===== src/rtl/wait_acc_pkg.sv =====
package wait_acc_pkg;
    localparam int FIELD_W = 10;
    localparam int ACC_W   = 12;

    typedef enum logic {
        ST_FILLING = 1'b0,
        ST_PRIMED  = 1'b1
    } wait_state_e;
endpackage


===== src/rtl/wait_cfg_reg.sv =====
module wait_cfg_reg #(
    parameter int FW = 10
) (
    input  logic          clk,
    input  logic          rst,
    input  logic          we,
    input  logic [3*FW-1:0] wdata,
    output logic [FW-1:0] thr_q,
    output logic [FW-1:0] dec_a_q,
    output logic [FW-1:0] dec_b_q,
    output logic [FW-1:0] thr_nxt
);
    always_ff @(posedge clk) begin
        if (rst) begin
            thr_q   <= '0;
            dec_a_q <= '0;
            dec_b_q <= '0;
        end else if (we) begin
            thr_q   <= wdata[FW-1:0];
            dec_a_q <= wdata[2*FW-1:FW];
            dec_b_q <= wdata[3*FW-1:2*FW];
        end
    end

    always_comb begin
        thr_nxt = rst ? '0 : (we ? wdata[FW-1:0] : thr_q);
    end
endmodule


===== src/rtl/wait_accum.sv =====
module wait_accum #(
    parameter int FW = 10,
    parameter int AW = 12
) (
    input  logic          clk,
    input  logic          rst,
    input  logic          clr,
    input  logic          smp,
    input  logic          dec_req,
    input  logic          dec_sel,
    input  logic [FW-1:0] dec_a,
    input  logic [FW-1:0] dec_b,
    output logic [AW-1:0] cnt_q,
    output logic [AW-1:0] cnt_nxt
);
    localparam int SW = AW + 2;
    localparam logic [AW-1:0] CNT_MAX = {AW{1'b1}};

    logic [FW-1:0] dec_val;
    logic [SW-1:0] sum;

    always_comb begin
        dec_val = dec_req ? (dec_sel ? dec_b : dec_a) : '0;
        sum = {2'b00, cnt_q} + {{(SW-1){1'b0}}, smp} - {{(SW-FW){1'b0}}, dec_val};
        if (rst || clr)
            cnt_nxt = '0;
        else if (sum[SW-1])
            cnt_nxt = '0;
        else if (sum[SW-2])
            cnt_nxt = CNT_MAX;
        else
            cnt_nxt = sum[AW-1:0];
    end

    always_ff @(posedge clk) begin
        cnt_q <= cnt_nxt;
    end

    // a lone sample adds one below the ceiling
    a_r2_sample_inc: assert property (@(posedge clk) disable iff (rst)
        (smp && !dec_req && !clr && cnt_q != CNT_MAX) |=> cnt_q == $past(cnt_q) + 1'b1);

    // a lone decrement subtracts the chosen value
    a_r5_dec_sub: assert property (@(posedge clk) disable iff (rst)
        (dec_req && !smp && !clr && cnt_q >= AW'(dec_sel ? dec_b : dec_a))
        |=> cnt_q == $past(cnt_q) - AW'($past(dec_sel) ? $past(dec_b) : $past(dec_a)));

    // an oversized decrement floors at zero
    a_r7_floor: assert property (@(posedge clk) disable iff (rst)
        (dec_req && !smp && !clr && cnt_q < AW'(dec_sel ? dec_b : dec_a)) |=> cnt_q == '0);

    // a full count stays full on a sample
    a_r8_no_wrap: assert property (@(posedge clk) disable iff (rst)
        (smp && !dec_req && !clr && cnt_q == CNT_MAX) |=> cnt_q == CNT_MAX);

    // a write clears the count
    a_r9_clear: assert property (@(posedge clk) disable iff (rst)
        clr |=> cnt_q == '0);
endmodule


===== src/rtl/wait_flag_fsm.sv =====
module wait_flag_fsm
    import wait_acc_pkg::*;
#(
    parameter int FW = 10,
    parameter int AW = 12
) (
    input  logic          clk,
    input  logic          rst,
    input  logic [AW-1:0] cnt_nxt,
    input  logic [FW-1:0] thr_nxt,
    output logic          rdy
);
    wait_state_e state_q, state_d;

    always_comb begin
        unique case (state_q)
            ST_FILLING: state_d = (cnt_nxt >= AW'(thr_nxt)) ? ST_PRIMED : ST_FILLING;
            ST_PRIMED:  state_d = (cnt_nxt <  AW'(thr_nxt)) ? ST_FILLING : ST_PRIMED;
            default:    state_d = ST_FILLING;
        endcase
    end

    always_ff @(posedge clk) begin
        if (rst)
            state_q <= ST_PRIMED;
        else
            state_q <= state_d;
    end

    always_comb begin
        rdy = (state_q == ST_PRIMED);
    end
endmodule


===== src/rtl/samp_wait_acc.sv =====
module samp_wait_acc
    import wait_acc_pkg::*;
#(
    parameter int FW = FIELD_W,
    parameter int AW = ACC_W
) (
    input  logic            clk,
    input  logic            rst,
    input  logic            smp_vld,
    input  logic            cfg_we,
    input  logic [3*FW-1:0] cfg_wdata,
    input  logic            dec_req,
    input  logic            dec_sel,
    output logic            rdy,
    output logic [AW-1:0]   avail
);
    logic [FW-1:0] thr_q, dec_a_q, dec_b_q, thr_nxt;
    logic [AW-1:0] cnt_nxt;

    wait_cfg_reg #(.FW(FW)) u_cfg (
        .clk(clk), .rst(rst), .we(cfg_we), .wdata(cfg_wdata),
        .thr_q(thr_q), .dec_a_q(dec_a_q), .dec_b_q(dec_b_q), .thr_nxt(thr_nxt)
    );

    wait_accum #(.FW(FW), .AW(AW)) u_acc (
        .clk(clk), .rst(rst), .clr(cfg_we), .smp(smp_vld),
        .dec_req(dec_req), .dec_sel(dec_sel), .dec_a(dec_a_q), .dec_b(dec_b_q),
        .cnt_q(avail), .cnt_nxt(cnt_nxt)
    );

    wait_flag_fsm #(.FW(FW), .AW(AW)) u_fsm (
        .clk(clk), .rst(rst), .cnt_nxt(cnt_nxt), .thr_nxt(thr_nxt), .rdy(rdy)
    );

    // the flag tracks count against threshold
    a_r3_flag_match: assert property (@(posedge clk) disable iff (rst)
        rdy == (avail >= AW'(thr_q)));
endmodule


===== config.mk =====
export PLATFORM = sky130hd
export DESIGN_NAME = samp_wait_acc
export DESIGN_NICKNAME = d
export VERILOG_FILES = /design/src/rtl/wait_acc_pkg.sv /design/src/rtl/wait_cfg_reg.sv /design/src/rtl/wait_accum.sv /design/src/rtl/wait_flag_fsm.sv /design/src/rtl/samp_wait_acc.sv
export SDC_FILE = /design/constraint.sdc
export NUM_CORES = 1
export LEC_CHECK = 0
export BUFFER_PORTS_ARGS = -buffer_cell sky130_fd_sc_hd__buf_2
export CAP_MARGIN = 5
export CELL_PAD_IN_SITES_DETAIL_PLACEMENT = 0
export CELL_PAD_IN_SITES_GLOBAL_PLACEMENT = 1
export CORE_ASPECT_RATIO = 0.75
export CORE_MARGIN = 3
export CORE_UTILIZATION = 42
export DETAILED_ROUTE_END_ITERATION = 16
export PLACE_DENSITY = 0.88
export SKIP_CTS_REPAIR_TIMING = 1
export SLEW_MARGIN = 15
export SYNTH_ARGS = -nofsm -noshare
export SYNTH_HDL_FRONTEND = slang
export SYNTH_HIERARCHICAL = 1
export SYNTH_SLANG_ARGS = --single-unit

===== constraint.sdc =====
create_clock -name clk -period 6.75 [get_ports clk]
set_input_delay 2.025 -clock clk [delete_from_list [all_inputs] [get_ports clk]]
set_output_delay 2.025 -clock clk [all_outputs]
set_load 0.02 [all_outputs]

# Word-level counts from Yosys, hierarchy flattened
# Cells that the tools add are included.
# totals
ff_bits	43
out_inout_bits	13
wordCells	21
# op_classes
add_sub_neg	2
n_lt_le_gt_ge	2
muxes	10
bitwise	1
reduce_logical	1
# op_table
op	count
$mux W10	4
$mux W12	3
$sub A14 B10 Y14	1
$add A12 B1 Y13	1
$ge A12 B10 Y1	1
$lt A12 B10 Y1	1
$mux W1	2
$pmux W1 S2	1
$logic_or A1 B1 Y1	1
$not A1 Y1	1

# Logic depth before layout (Yosys ltp)
# depth
word_depth	9
ltp_mapped	20
mapped_depth_nobuf	18

# Modules after synthesis
# The synthesis kept the hierarchy.
# by_module_without_submodules
mod	instances	cells_per_inst	area_per_inst_um2	seq_area_each_um2
wait_accum	1	130	1217.4	240.2
wait_cfg_reg	1	97	1096.1	600.6
wait_flag_fsm	1	36	271.5	20.0

# Worst setup path before layout
# Ideal clock, no wire load.
# synth_timing
path_kind	input to register
start	input port dec_sel
end	register u_fsm.state_q, in the netlist u_fsm/rdy
setup_time_ns	0.101
arrival_time_ns	5.476
setup_slack_ns	1.173
path_stages	20
n_path_buf	2
path_cell_list	clkbuf_1 > mux2i_1 > nor2b_1 > ha_1 > inv_1 > ha_1 > fa_1 > a21oi_1 > nor2b_1 > a31oi_1 > o31ai_1 > xnor2_1 > buf_2 > o21a_1 > inv_1 > ha_1 > inv_1 > o21ai_1 > a21oi_1 > o41ai_1
# synth_between
elab_chain_len	9
# synth_rtl
item	line_no	text
start: declaration	samp_wait_acc.sv:13	input logic dec_sel,
$mux W10 * (2 in a row)	wait_accum.sv:23	dec_val = dec_req ? (dec_sel ? dec_b : dec_a) : '0;
$sub A14 B10 Y14 *	wait_accum.sv:24	sum = {2'b00, cnt_q} + {{(SW-1){1'b0}}, smp} - {{(SW-FW){1'b0}}, dec_val};
$mux W12	wait_accum.sv:29	else if (sum[SW-2])
$mux W12 *	wait_accum.sv:27	else if (sum[SW-1])
$mux W12 *	wait_accum.sv:25	if (rst || clr)
via cnt_nxt[0]	samp_wait_acc.sv:18	logic [AW-1:0] cnt_nxt;
$lt A12 B10 Y1 / $ge A12 B10 Y1 (equally long branches)	wait_flag_fsm.sv:18, wait_flag_fsm.sv:17	
$mux W1 (on tied branches)	wait_flag_fsm.sv:18, wait_flag_fsm.sv:17	
$pmux W1 S2 *	wait_flag_fsm.sv:16	unique case (state_q)
end signal: assignment	wait_flag_fsm.sv:27	state_q <= state_d;
end: declaration	wait_flag_fsm.sv:13	wait_state_e state_q, state_d;
# Mark *: on every way through the listed nets, which the timed path passes. The rest lies on a longest branch.
# A chain may end at the register's enable or synchronous reset.

# Worst setup path in the final report
# Same ends and word-level chain as after synthesis.

==> impl_metrics.ini <==
[logic_synthesis]
synthDistinctLibCells = 41
synth_top_area_share_pct = 33.30
async_flop_share_pct = 0
synth_area_um2 = 2585
syn-instance-count = 263
yosysSeqAreaShare_pct = 33.30
synth_edf_count = 0
synth_largest_area_cell = dfxtp_1
ys.flop_type = dfxtp_1
synthTopCellsByCount = 43 x dfxtp_1, 36 x nor2_1, 33 x ha_1, 31 x mux2i_1, 18 x inv_1
synth_seq_cells = 43
avgSynthCellArea_um2 = 9.829
syn_nets = 333
synth_most_common_cell = dfxtp_1
ys.warnings.count = 6
synth_area_leaders = dfxtp_1 33%, ha_1 16%, mux2i_1 12%, nor2_1 5.2%, o21a_1 4.1%

[cts]
htree_levels = 2
cts_tree = done
cts_buffers = 5
clk_latency_ns = 0.30
cts_buffer_depth = 2
root_buffer = clkbuf_8
path_clk_slew_ns = 0.08
cts_sinks = 43

[detailed_routing]
wl_met3_um = 308
drc = 0
routed_wl_mm = 5.030
ant_nets = 0
dr.first_iter.drc_count = 84
wl_met1_mm = 2.543
met2_wirelength_mm = 2.084
wl_per_cell_um = 13.10
routed-via-count = 1940
avgViaCountPerCell = 5.052
routed.top_layer = met4
firstDrtPassIters = 4

[critical_path]
critPathRequiredTime_ns = 6.95
crit_start = dec_sel
cp-start-kind = input pin
r2r_cells = 18
crit_fanout = 12
r2r_slack_ns = 2.56
critPathKind = input pin to register
r2r-end = u_fsm/rdy$_SDFF_PP1_
arrival_ns = 6.10
r2r-start = u_cfg/dec_b_q[0]$_SDFFE_PP0P_
end_kind = register

[pwr]
leakage_nw = 1.387
power_density_nw_per_um2 = 321.3
ir_drop_uv = 165.6

[global_route]
grt_max_degree = 34
antenna_found_initial = 0
grtUsageTotal_pct = 15.22
overflow = 0
first_global_vias = 1869
grt_pass1_wl_mm = 8.390

[die]
fp.dieW_um = 96.59
core_area_um2 = 5886
die_y_um = 73.94
initial_core_util_pct = 43.92
dieArea_um2 = 7142
pin_count = 49
rows = 24

[placement]
dp_hpwl_mm = 3.868
placed_area_um2 = 2816
gp_congestion = 0.8131
io_buffers = 48

[timing]
relSlewSlack_pct = 30.96
setup_viol = 0
max_freq_mhz = 169.6
period_minus_slack_ns = 5.897
min_period_over_period_pct = 87.37
final_max_slew_viol_count = 0
fin_skew_ns = 0.006955
hold_viol = 0
tightest_slew_ns = 1.028
grt_setup_unrepaired = false
setup_tns_ns = 0

[cells_and_area]
fill_cells = 593
final_cell_area_um2 = 2889
syn_to_final_growth_pct = 11.76
multi_input_area_um2 = 1550
num_antenna_cells = 0
finish.net_count = 377
register_area_um2 = 860.8
post-route-util_pct = 49.09
drive_above_1_share_pct = 22.88

[worst_hold_path]
hold_class = register to register
min_from = u_cfg/dec_b_q[5]$_SDFFE_PP0P_
whs_path_depth = 2
holdPathEnd = u_cfg/dec_b_q[5]$_SDFFE_PP0P_

[flow_run]
maxCapViolCount = 0

[status]
status = completed
## area by class of cell
class | instances | area share (%)
inverter | 18 | 2.339
tap | 78 | 3.378
sequential | 43 | 29.80
clock buffer | 6 | 2.512
multi-input combinational | 191 | 53.66
timing repair buffer | 48 | 8.315
## metal layers
metal  up-vias  global-route usage, %
met5         -                      0
met4         0                  6.998
met3         8                  3.438
met2        43                  22.78
met1       879                  21.00
li1       1010                      -
## state kept, by name (all words and copies together), names as in the netlist
register,count
u_fsm/rdy,1
u_cfg/dec_b_q,10
u_cfg/dec_a_q,10
u_cfg/thr_q,10
u_acc/cnt_q,12
## where the power goes
group / switching [mW] / total (mW) / internal, mW / leakage (nW)
combinational: 0.266 / 0.473 / 0.207 / 0.996
sequential: 0.0172 / 0.300 / 0.283 / 0.354
clock: 0.0857 / 0.155 / 0.0691 / 0.0371
## stage by stage
stage	hold WS [ns]	instances	power, mW	setup WS [ns]
3_3_place_gp	0.4668	378	0.7683	0.6931
4_1_cts	0.4982	384	0.9313	0.9023
5_1_grt	0.5374	384	1.003	0.6002
6_report	0.4929	384	0.9282	0.8527
3_5_place_dp	0.4798	378	0.7753	0.5928
2_1_floorplan	0.4544	263	0.6857	1.173
## critical path: stages
cell	delay, ns
buf_2	0.21
mux2i_1	0.22
nor2b_1	0.07
ha_1	0.27
inv_1	0.04
ha_1	0.22
fa_1	0.42
a21oi_1	0.16
nor2b_1	0.07
a31oi_1	0.33
o31ai_1	0.14
xnor2_1	0.82
o21a_1	0.21
inv_1	0.05
ha_1	0.26
inv_1	0.03
o21ai_1	0.13
a21oi_1	0.10
o41ai_1	0.32
## cells by family (layout without fill, tap and decap cells)
logic type / after synthesis / after routing / share of synthesized area [%]
muxes: 40 / 40 / 15.92
buffers and inverters: 29 / 72 / 6.727
and+or+nand+nor: 59 / 59 / 9.777
DFF: 43 / 43 / 33.30
xor gates and xnor gates: 10 / 10 / 3.388
adders and majority gates: 34 / 34 / 16.75
AOI/OAI and AO/OA: 48 / 48 / 14.13
## placed cells by master (no fill, tap or decap)
master    count
clkbuf_1      1
o21a_1       14
o41ai_1       1
a211oi_2      2
nand4_1       1
nor2b_1       2
a211oi_1      2
nand4b_1      1
dfxtp_1      43
or4b_4        1
o21ai_1       1
o221a_2       1
mux2_2        9
o21bai_1      1
buf_2        48
xor2_1        3
o311ai_0      1
o31ai_1       1
xnor2_1       7
o21ai_0       2
nand2_1      15
a31oi_2       1
o211ai_1      3
a31oi_1       2
a41oi_2       1
a211o_1       1
a21o_2        1
clkbuf_8      5
mux2i_1      31
a21oi_1       8
o31a_2        1
a21o_1        4
ha_1         33
nor4_1        1
nor2_1       36
inv_1        18
nand3_1       1
fa_1          1
and4_1        1
## worst max path at each step
stage	end	slack (ns)	cells past startpoint
after CTS	u_fsm/rdy$_SDFF_PP1_	0.90	19
after global routing	u_fsm/rdy$_SDFF_PP1_	0.60	18
after detailed placement	u_fsm/rdy$_SDFF_PP1_	0.59	19
final	u_fsm/rdy$_SDFF_PP1_	0.85	19
after global placement	u_fsm/rdy$_SDFF_PP1_	0.69	17
after floorplan	u_fsm/rdy$_SDFF_PP1_	1.17	20
No activity file was read; power rests on OpenSTA's default activity.
